===== src/rtl/adc_rd_pkg.sv =====
`timescale 1ns/1ps
package adc_rd_pkg;

   typedef enum logic [0:0] {
      RD_IDLE = 1'b0,
      RD_RUN  = 1'b1
   } rd_state_e;

   function automatic int frame_width(input int lead_w, input int res_w, input int sub_w);
      return lead_w + 1 + res_w + sub_w;
   endfunction

endpackage


===== src/rtl/adc_sclk_gen.sv =====
`timescale 1ns/1ps
module adc_sclk_gen #(
   parameter int HALF_DIV = 47
) (
   input  logic clk,
   input  logic rst_n,
   input  logic run_i,
   output logic tick_o
);
   localparam int CNT_W = (HALF_DIV > 1) ? $clog2(HALF_DIV) : 1;
   localparam logic [CNT_W-1:0] CNT_LAST = CNT_W'(HALF_DIV - 1);

   logic [CNT_W-1:0] cnt_q;

   assign tick_o = run_i && (cnt_q == CNT_LAST);

   always_ff @(posedge clk) begin
      if (!rst_n || !run_i || tick_o) begin
         cnt_q <= '0;
      end else begin
         cnt_q <= cnt_q + 1'b1;
      end
   end
endmodule


===== src/rtl/adc_rx_shift.sv =====
`timescale 1ns/1ps
module adc_rx_shift #(
   parameter int FRAME_W = 16,
   parameter int BYTE_W  = 8
) (
   input  logic               clk,
   input  logic               rst_n,
   input  logic               clr_i,
   input  logic               shift_i,
   input  logic               bit_i,
   output logic [FRAME_W-1:0] frame_o
);
   localparam int N_BYTES = FRAME_W / BYTE_W;

   logic [BYTE_W-1:0] lane_q [N_BYTES];

   for (genvar g = 0; g < N_BYTES; g++) begin : g_lane
      logic lane_in;
      if (g == 0) begin : g_first
         assign lane_in = bit_i;
      end else begin : g_chain
         assign lane_in = lane_q[g-1][BYTE_W-1];
      end

      always_ff @(posedge clk) begin
         if (!rst_n || clr_i) begin
            lane_q[g] <= '0;
         end else if (shift_i) begin
            lane_q[g] <= {lane_q[g][BYTE_W-2:0], lane_in};
         end
      end

      assign frame_o[g*BYTE_W +: BYTE_W] = lane_q[g];
   end
endmodule


===== src/rtl/adc_frame_unpack.sv =====
`timescale 1ns/1ps
module adc_frame_unpack #(
   parameter int LEAD_W       = 3,
   parameter int RES_W        = 10,
   parameter int SUB_W        = 2,
   parameter bit CHECK_MARKER = 1'b1,
   localparam int FRAME_W     = LEAD_W + 1 + RES_W + SUB_W
) (
   input  logic [FRAME_W-1:0] frame_i,
   output logic [RES_W-1:0]   sample_o,
   output logic               chan_o,
   output logic [SUB_W-1:0]   sub_o,
   output logic               err_o
);
   logic [LEAD_W-1:0] lead;

   assign lead     = frame_i[FRAME_W-1 -: LEAD_W];
   assign chan_o   = frame_i[RES_W + SUB_W];
   assign sample_o = frame_i[SUB_W +: RES_W];
   assign sub_o    = frame_i[SUB_W-1:0];

   if (CHECK_MARKER) begin : g_marker_chk
      logic [LEAD_W-1:0] miss;
      for (genvar i = 0; i < LEAD_W; i++) begin : g_bit
         assign miss[i] = ~lead[i];
      end
      assign err_o = |miss;
   end else begin : g_marker_off
      logic unused_lead;
      assign unused_lead = ^lead;
      assign err_o = 1'b0;
   end
endmodule


===== src/rtl/adc_rd_master.sv =====
`timescale 1ns/1ps
module adc_rd_master #(
   parameter int SYS_CLK_HZ   = 200_000_000,
   parameter int SCLK_MAX_HZ  = 2_170_000,
   parameter int HALF_DIV     = 47,
   parameter int LEAD_W       = 3,
   parameter int RES_W        = 10,
   parameter int SUB_W        = 2,
   parameter int BYTE_W       = 8,
   parameter bit CHECK_MARKER = 1'b1
) (
   input  logic             clk,
   input  logic             rst_n,
   input  logic             start_i,
   input  logic             miso_i,
   output logic             cs_n_o,
   output logic             sclk_o,
   output logic             done_o,
   output logic [RES_W-1:0] sample_o,
   output logic             chan_o,
   output logic [SUB_W-1:0] sub_o,
   output logic             frame_err_o
);
   import adc_rd_pkg::*;

   localparam int FRAME_W = frame_width(LEAD_W, RES_W, SUB_W);
   localparam int N_HALF  = 2 * FRAME_W;
   localparam int PH_W    = $clog2(N_HALF + 1);
   localparam logic [PH_W-1:0] PH_LAST = PH_W'(N_HALF - 1);

   if (HALF_DIV < 1) begin : g_bad_div
      $error("HALF_DIV must be at least 1");
   end
   if ((SYS_CLK_HZ / (2 * HALF_DIV)) > SCLK_MAX_HZ) begin : g_bad_rate
      $error("serial clock would exceed SCLK_MAX_HZ");
   end
   if ((FRAME_W % BYTE_W) != 0) begin : g_bad_bytes
      $error("frame width must be a whole number of bytes");
   end
   if (LEAD_W < 1 || SUB_W < 1 || RES_W < 1) begin : g_bad_fields
      $error("field widths must be positive");
   end

   rd_state_e         state_q;
   logic [PH_W-1:0]   phase_q;
   logic              sclk_q;
   logic              cs_n_q;
   logic              done_q;
   logic [RES_W-1:0]  sample_q;
   logic              chan_q;
   logic [SUB_W-1:0]  sub_q;
   logic              err_q;

   logic              run;
   logic              tick;
   logic              finish;
   logic              launch;
   logic [FRAME_W-1:0] frame;
   logic [RES_W-1:0]  u_sample;
   logic              u_chan;
   logic [SUB_W-1:0]  u_sub;
   logic              u_err;

   assign run    = (state_q == RD_RUN);
   assign launch = (state_q == RD_IDLE) && start_i;
   assign finish = tick && (phase_q == PH_LAST);

   adc_sclk_gen #(.HALF_DIV(HALF_DIV)) sclk_gen_i (
      .clk    (clk),
      .rst_n  (rst_n),
      .run_i  (run),
      .tick_o (tick)
   );

   adc_rx_shift #(.FRAME_W(FRAME_W), .BYTE_W(BYTE_W)) rx_shift_i (
      .clk     (clk),
      .rst_n   (rst_n),
      .clr_i   (launch),
      .shift_i (tick && !sclk_q),
      .bit_i   (miso_i),
      .frame_o (frame)
   );

   adc_frame_unpack #(
      .LEAD_W(LEAD_W), .RES_W(RES_W), .SUB_W(SUB_W), .CHECK_MARKER(CHECK_MARKER)
   ) unpack_i (
      .frame_i  (frame),
      .sample_o (u_sample),
      .chan_o   (u_chan),
      .sub_o    (u_sub),
      .err_o    (u_err)
   );

   always_ff @(posedge clk) begin
      if (!rst_n) begin
         state_q  <= RD_IDLE;
         phase_q  <= '0;
         sclk_q   <= 1'b0;
         cs_n_q   <= 1'b1;
         done_q   <= 1'b0;
         sample_q <= '0;
         chan_q   <= 1'b0;
         sub_q    <= '0;
         err_q    <= 1'b0;
      end else begin
         done_q <= 1'b0;
         unique case (state_q)
            RD_IDLE: begin
               if (start_i) begin
                  state_q <= RD_RUN;
                  cs_n_q  <= 1'b0;
                  sclk_q  <= 1'b0;
                  phase_q <= '0;
               end
            end
            RD_RUN: begin
               if (finish) begin
                  state_q  <= RD_IDLE;
                  cs_n_q   <= 1'b1;
                  sclk_q   <= 1'b0;
                  done_q   <= 1'b1;
                  sample_q <= u_sample;
                  chan_q   <= u_chan;
                  sub_q    <= u_sub;
                  err_q    <= u_err;
               end else if (tick) begin
                  phase_q <= phase_q + 1'b1;
                  sclk_q  <= ~sclk_q;
               end
            end
            default: state_q <= RD_IDLE;
         endcase
      end
   end

   assign cs_n_o      = cs_n_q;
   assign sclk_o      = sclk_q;
   assign done_o      = done_q;
   assign sample_o    = sample_q;
   assign chan_o      = chan_q;
   assign sub_o       = sub_q;
   assign frame_err_o = err_q;
endmodule


===== config.mk =====
export PLATFORM = sky130hd
export DESIGN_NAME = adc_rd_master
export DESIGN_NICKNAME = d
export VERILOG_FILES = /design/src/rtl/adc_rd_pkg.sv /design/src/rtl/adc_sclk_gen.sv /design/src/rtl/adc_rx_shift.sv /design/src/rtl/adc_frame_unpack.sv /design/src/rtl/adc_rd_master.sv
export SDC_FILE = /design/constraint.sdc
export NUM_CORES = 1
export LEC_CHECK = 0
export BUFFER_PORTS_ARGS = -buffer_cell sky130_fd_sc_hd__buf_4
export CAP_MARGIN = 10
export CORE_AREA = 3 3 63 65
export CTS_BUF_LIST = sky130_fd_sc_hd__clkbuf_8
export CTS_CLUSTER_DIAMETER = 40
export DETAILED_ROUTE_END_ITERATION = 12
export DIE_AREA = 0 0 66 68
export MAX_ROUTING_LAYER = met4
export PLACE_DENSITY_LB_ADDON = 0.3
export RECOVER_POWER = 25
export SETUP_SLACK_MARGIN = 0.1
export SLEW_MARGIN = 25
export SYNTH_ARGS = -nofsm -noshare
export SYNTH_HDL_FRONTEND = slang
export SYNTH_SLANG_ARGS = --single-unit

===== constraint.sdc =====
create_clock -name clk -period 3.09 [get_ports clk]
set_clock_uncertainty 0.2 [all_clocks]
set_input_delay 0.4635 -clock clk [delete_from_list [all_inputs] [get_ports clk]]
set_output_delay 0.4635 -clock clk [all_outputs]
set_load 0.005 [all_outputs]

==> impl_metrics.json <==
{
  "status": "finished clean",
  "post_cts_resized": 0,
  "relSlewSlack_pct": 70.4,
  "yosys-top-cells-area": "dfxtp_1, edfxtp_1, mux2i_1",
  "core.rowCount": 21,
  "die_width_microns": 66,
  "synth_ff_type": "dfxtp_1",
  "clk_path_buf_depth": 2,
  "numCtsBuffers": 5,
  "synth-seq-area-share_pct": 57.3,
  "synth_xor_area_share_pct": 2.78,
  "fin_ws_ns": 0.766,
  "antenna_left": 0,
  "tritoncts": "yes",
  "timing.max_cap.violations": 0,
  "ys_ff_latch": 46,
  "drv_slew": 0,
  "hold_violations": 0,
  "instances_no_fill": 229,
  "path_clk_slew_ns": 0.08,
  "dp_slack_ns": 1.08,
  "end_kind": "flop",
  "grt_pass1_vias": 1164,
  "core-area_sq_mm": 0.00339,
  "crit_type": "flop to flop",
  "synth_edf_count": 16,
  "grtUsageTotal_pct": 15.9,
  "synth_top_family_by_area": "simple AND/OR/NAND/NOR gates",
  "clk_latency_ns": 0.29,
  "tightestPinTransition_ns": 0.443,
  "antenna_found_initial": 0,
  "design.die.area_sq_mm": 0.00449,
  "nets": 189,
  "finalCritPeriodShare_pct": 75.2,
  "async_reset_ff_share_pct": 0,
  "dieHeight_microns": 68,
  "cts_htree_levels": 2,
  "vias": 1157,
  "synth_nets": 165,
  "place.gp.congestion": 0.798,
  "port_buffers": 20,
  "synth.distinct_cells": 36,
  "grt_overflow": 0,
  "drtIter0Drc": 35,
  "cp.required_ns": 2.88,
  "vias_per_cell": 5.05,
  "setup_viol": 0,
  "crit_fanout": 16,
  "ir_drop_v": 0.000339,
  "grt_max_degree": 22,
  "postSynthCellCount": 158,
  "drive_above_1_share_pct": 17.5,
  "drc_errors": 0,
  "avgSynthCellArea_sq_um": 11.9,
  "start_util_pct": 55.7,
  "p_per_area_mw_per_mm2": 480,
  "firstDrtPassIters": 4,
  "dpl.cell_count": 221,
  "timing.rr.start": "sclk_gen_i.cnt_q[0]",
  "io_pins": 21,
  "synth_fa_ha_area_share_pct": 1.99,
  "grt_pass1_wl_microns": 5190,
  "tns_ns": 0,
  "dp_hpwl_microns": 2130,
  "diodes": 0,
  "synth-compound-area-share_pct": 3.91,
  "hold_path.class": "primary input to flop",
  "cp.arrival_ns": 2.11,
  "root_buffer": "clkbuf_8",
  "cts.sinks": 46,
  "startpoint_type": "flop",
  "final_cell_mix": "dfxtp_1, and2_1, clkbuf_4",
  "postCtsSetupBuffers": 0,
  "synthSimpleGateAreaFrac_pct": 23.4,
  "avgRoutedWirePerCell_microns": 13.3,
  "wl_microns": 3040,
  "crit_start": "sclk_gen_i.cnt_q[0]",
  "total_power_mw": 1.02,
  "post-route-min-period_ns": 2.32,
  "synthToLayoutAreaGrowth_pct": 13.1,
  "min_from": "miso_i",
  "mostFrequentLayoutCell": "dfxtp_1",
  "cts_hold_repair.buffers": 0,
  "synth_top_cell_by_area": "dfxtp_1",
  "p_leak_nw": 0.793,
  "synth_area_sq_mm": 0.00189,
  "synthMuxAreaShare_pct": 7.95,
  "synth.top_cell.area_share_pct": 31.8,
  "fin_util_pct": 63.0,
  "yosys_warnings": 0,
  "rsz0062_at_grt": "no",
  "clock.fmax_mhz": 430
}
-- Yosys cell counts (all sizes together) (2+ instances only) --
master,count
a2111oi,2
dfxtp,30
nor2b,15
nand4,2
mux2i,15
ha,3
clkbuf,3
and3,2
and2,17
nand2,5
edfxtp,16
xnor2,3
nor3,4
nand3,6
xor2,3
nor2,14
inv,2
buf,2
-- final timing paths --
path                                                end  slack [ns]  cells past startpoint
worst max register to register  rx_shift_i.lane_q[1][0]        0.77                      6
worst max-delay path            rx_shift_i.lane_q[1][0]        0.77                      6
worst min-delay path            rx_shift_i.lane_q[0][0]        0.25                      2
worst min register to register      sclk_gen_i.cnt_q[0]        0.30                      1
-- layout make-up --
| cell class | instances | area [sq um] |
|---|---|---|
| Sequential cell | 46 | 1080 |
| Clock inverter | 3 | 16.3 |
| Fill cell | 278 | 1250 |
| Clock buffer | 5 | 68.8 |
| Inverter | 2 | 7.51 |
| Tap cell | 46 | 57.6 |
| Multi-Input combinational cell | 105 | 738 |
| Timing Repair Buffer | 22 | 165 |
-- sequential cells by signal (all words and copies together) (netlist names) --
register,count
phase_q,6
rx_shift_i.lane_q,16
sample_o,10
cs_n_o,1
sclk_gen_i.cnt_q,6
frame_err_o,1
done_o,1
sub_o,2
sclk_o,1
chan_o,1
run,1
-- power breakdown --
part	switching [mW]	internal [mW]
sequential	0.00856	0.639
combinational	0.0162	0.0110
clock	0.193	0.157
total	0.218	0.807
-- kinds of logic (layout without fill, tap and decap cells) --
logic type / after synthesis / after routing
compound gates: 9 / 9
xor+xnor: 6 / 6
flops: 46 / 46
simple gates: 72 / 72
fa+ha+maj: 3 / 3
buf+inv: 7 / 32
mux: 15 / 15
-- critical path, cell delays in order (launching register included) --
cell and delay [ns]:
dfxtp_1 0.36, inv_1 0.07, ha_1 0.14, nand4b_1 0.34
or2_0 0.47, o21bai_1 0.18, buf_4 0.26
-- through the flow --
step	cell area [sq um]	hold WS, ns
after floorplan	1890	0.241
after global placement	2070	0.263
after detailed placement	2070	0.279
after CTS	2150	0.242
after global routing	2130	0.254
final	2130	0.251
-- routing by layer --
metal	global-route usage, %	routed length [microns]	vias to the layer above
met1	18.2	1390	535
met3	4.93	107	6
met5	-	0	-
met2	26.7	1490	16
li1	-	-	600
met4	5.33	44	0
Power figures use the tool's default switching activity.
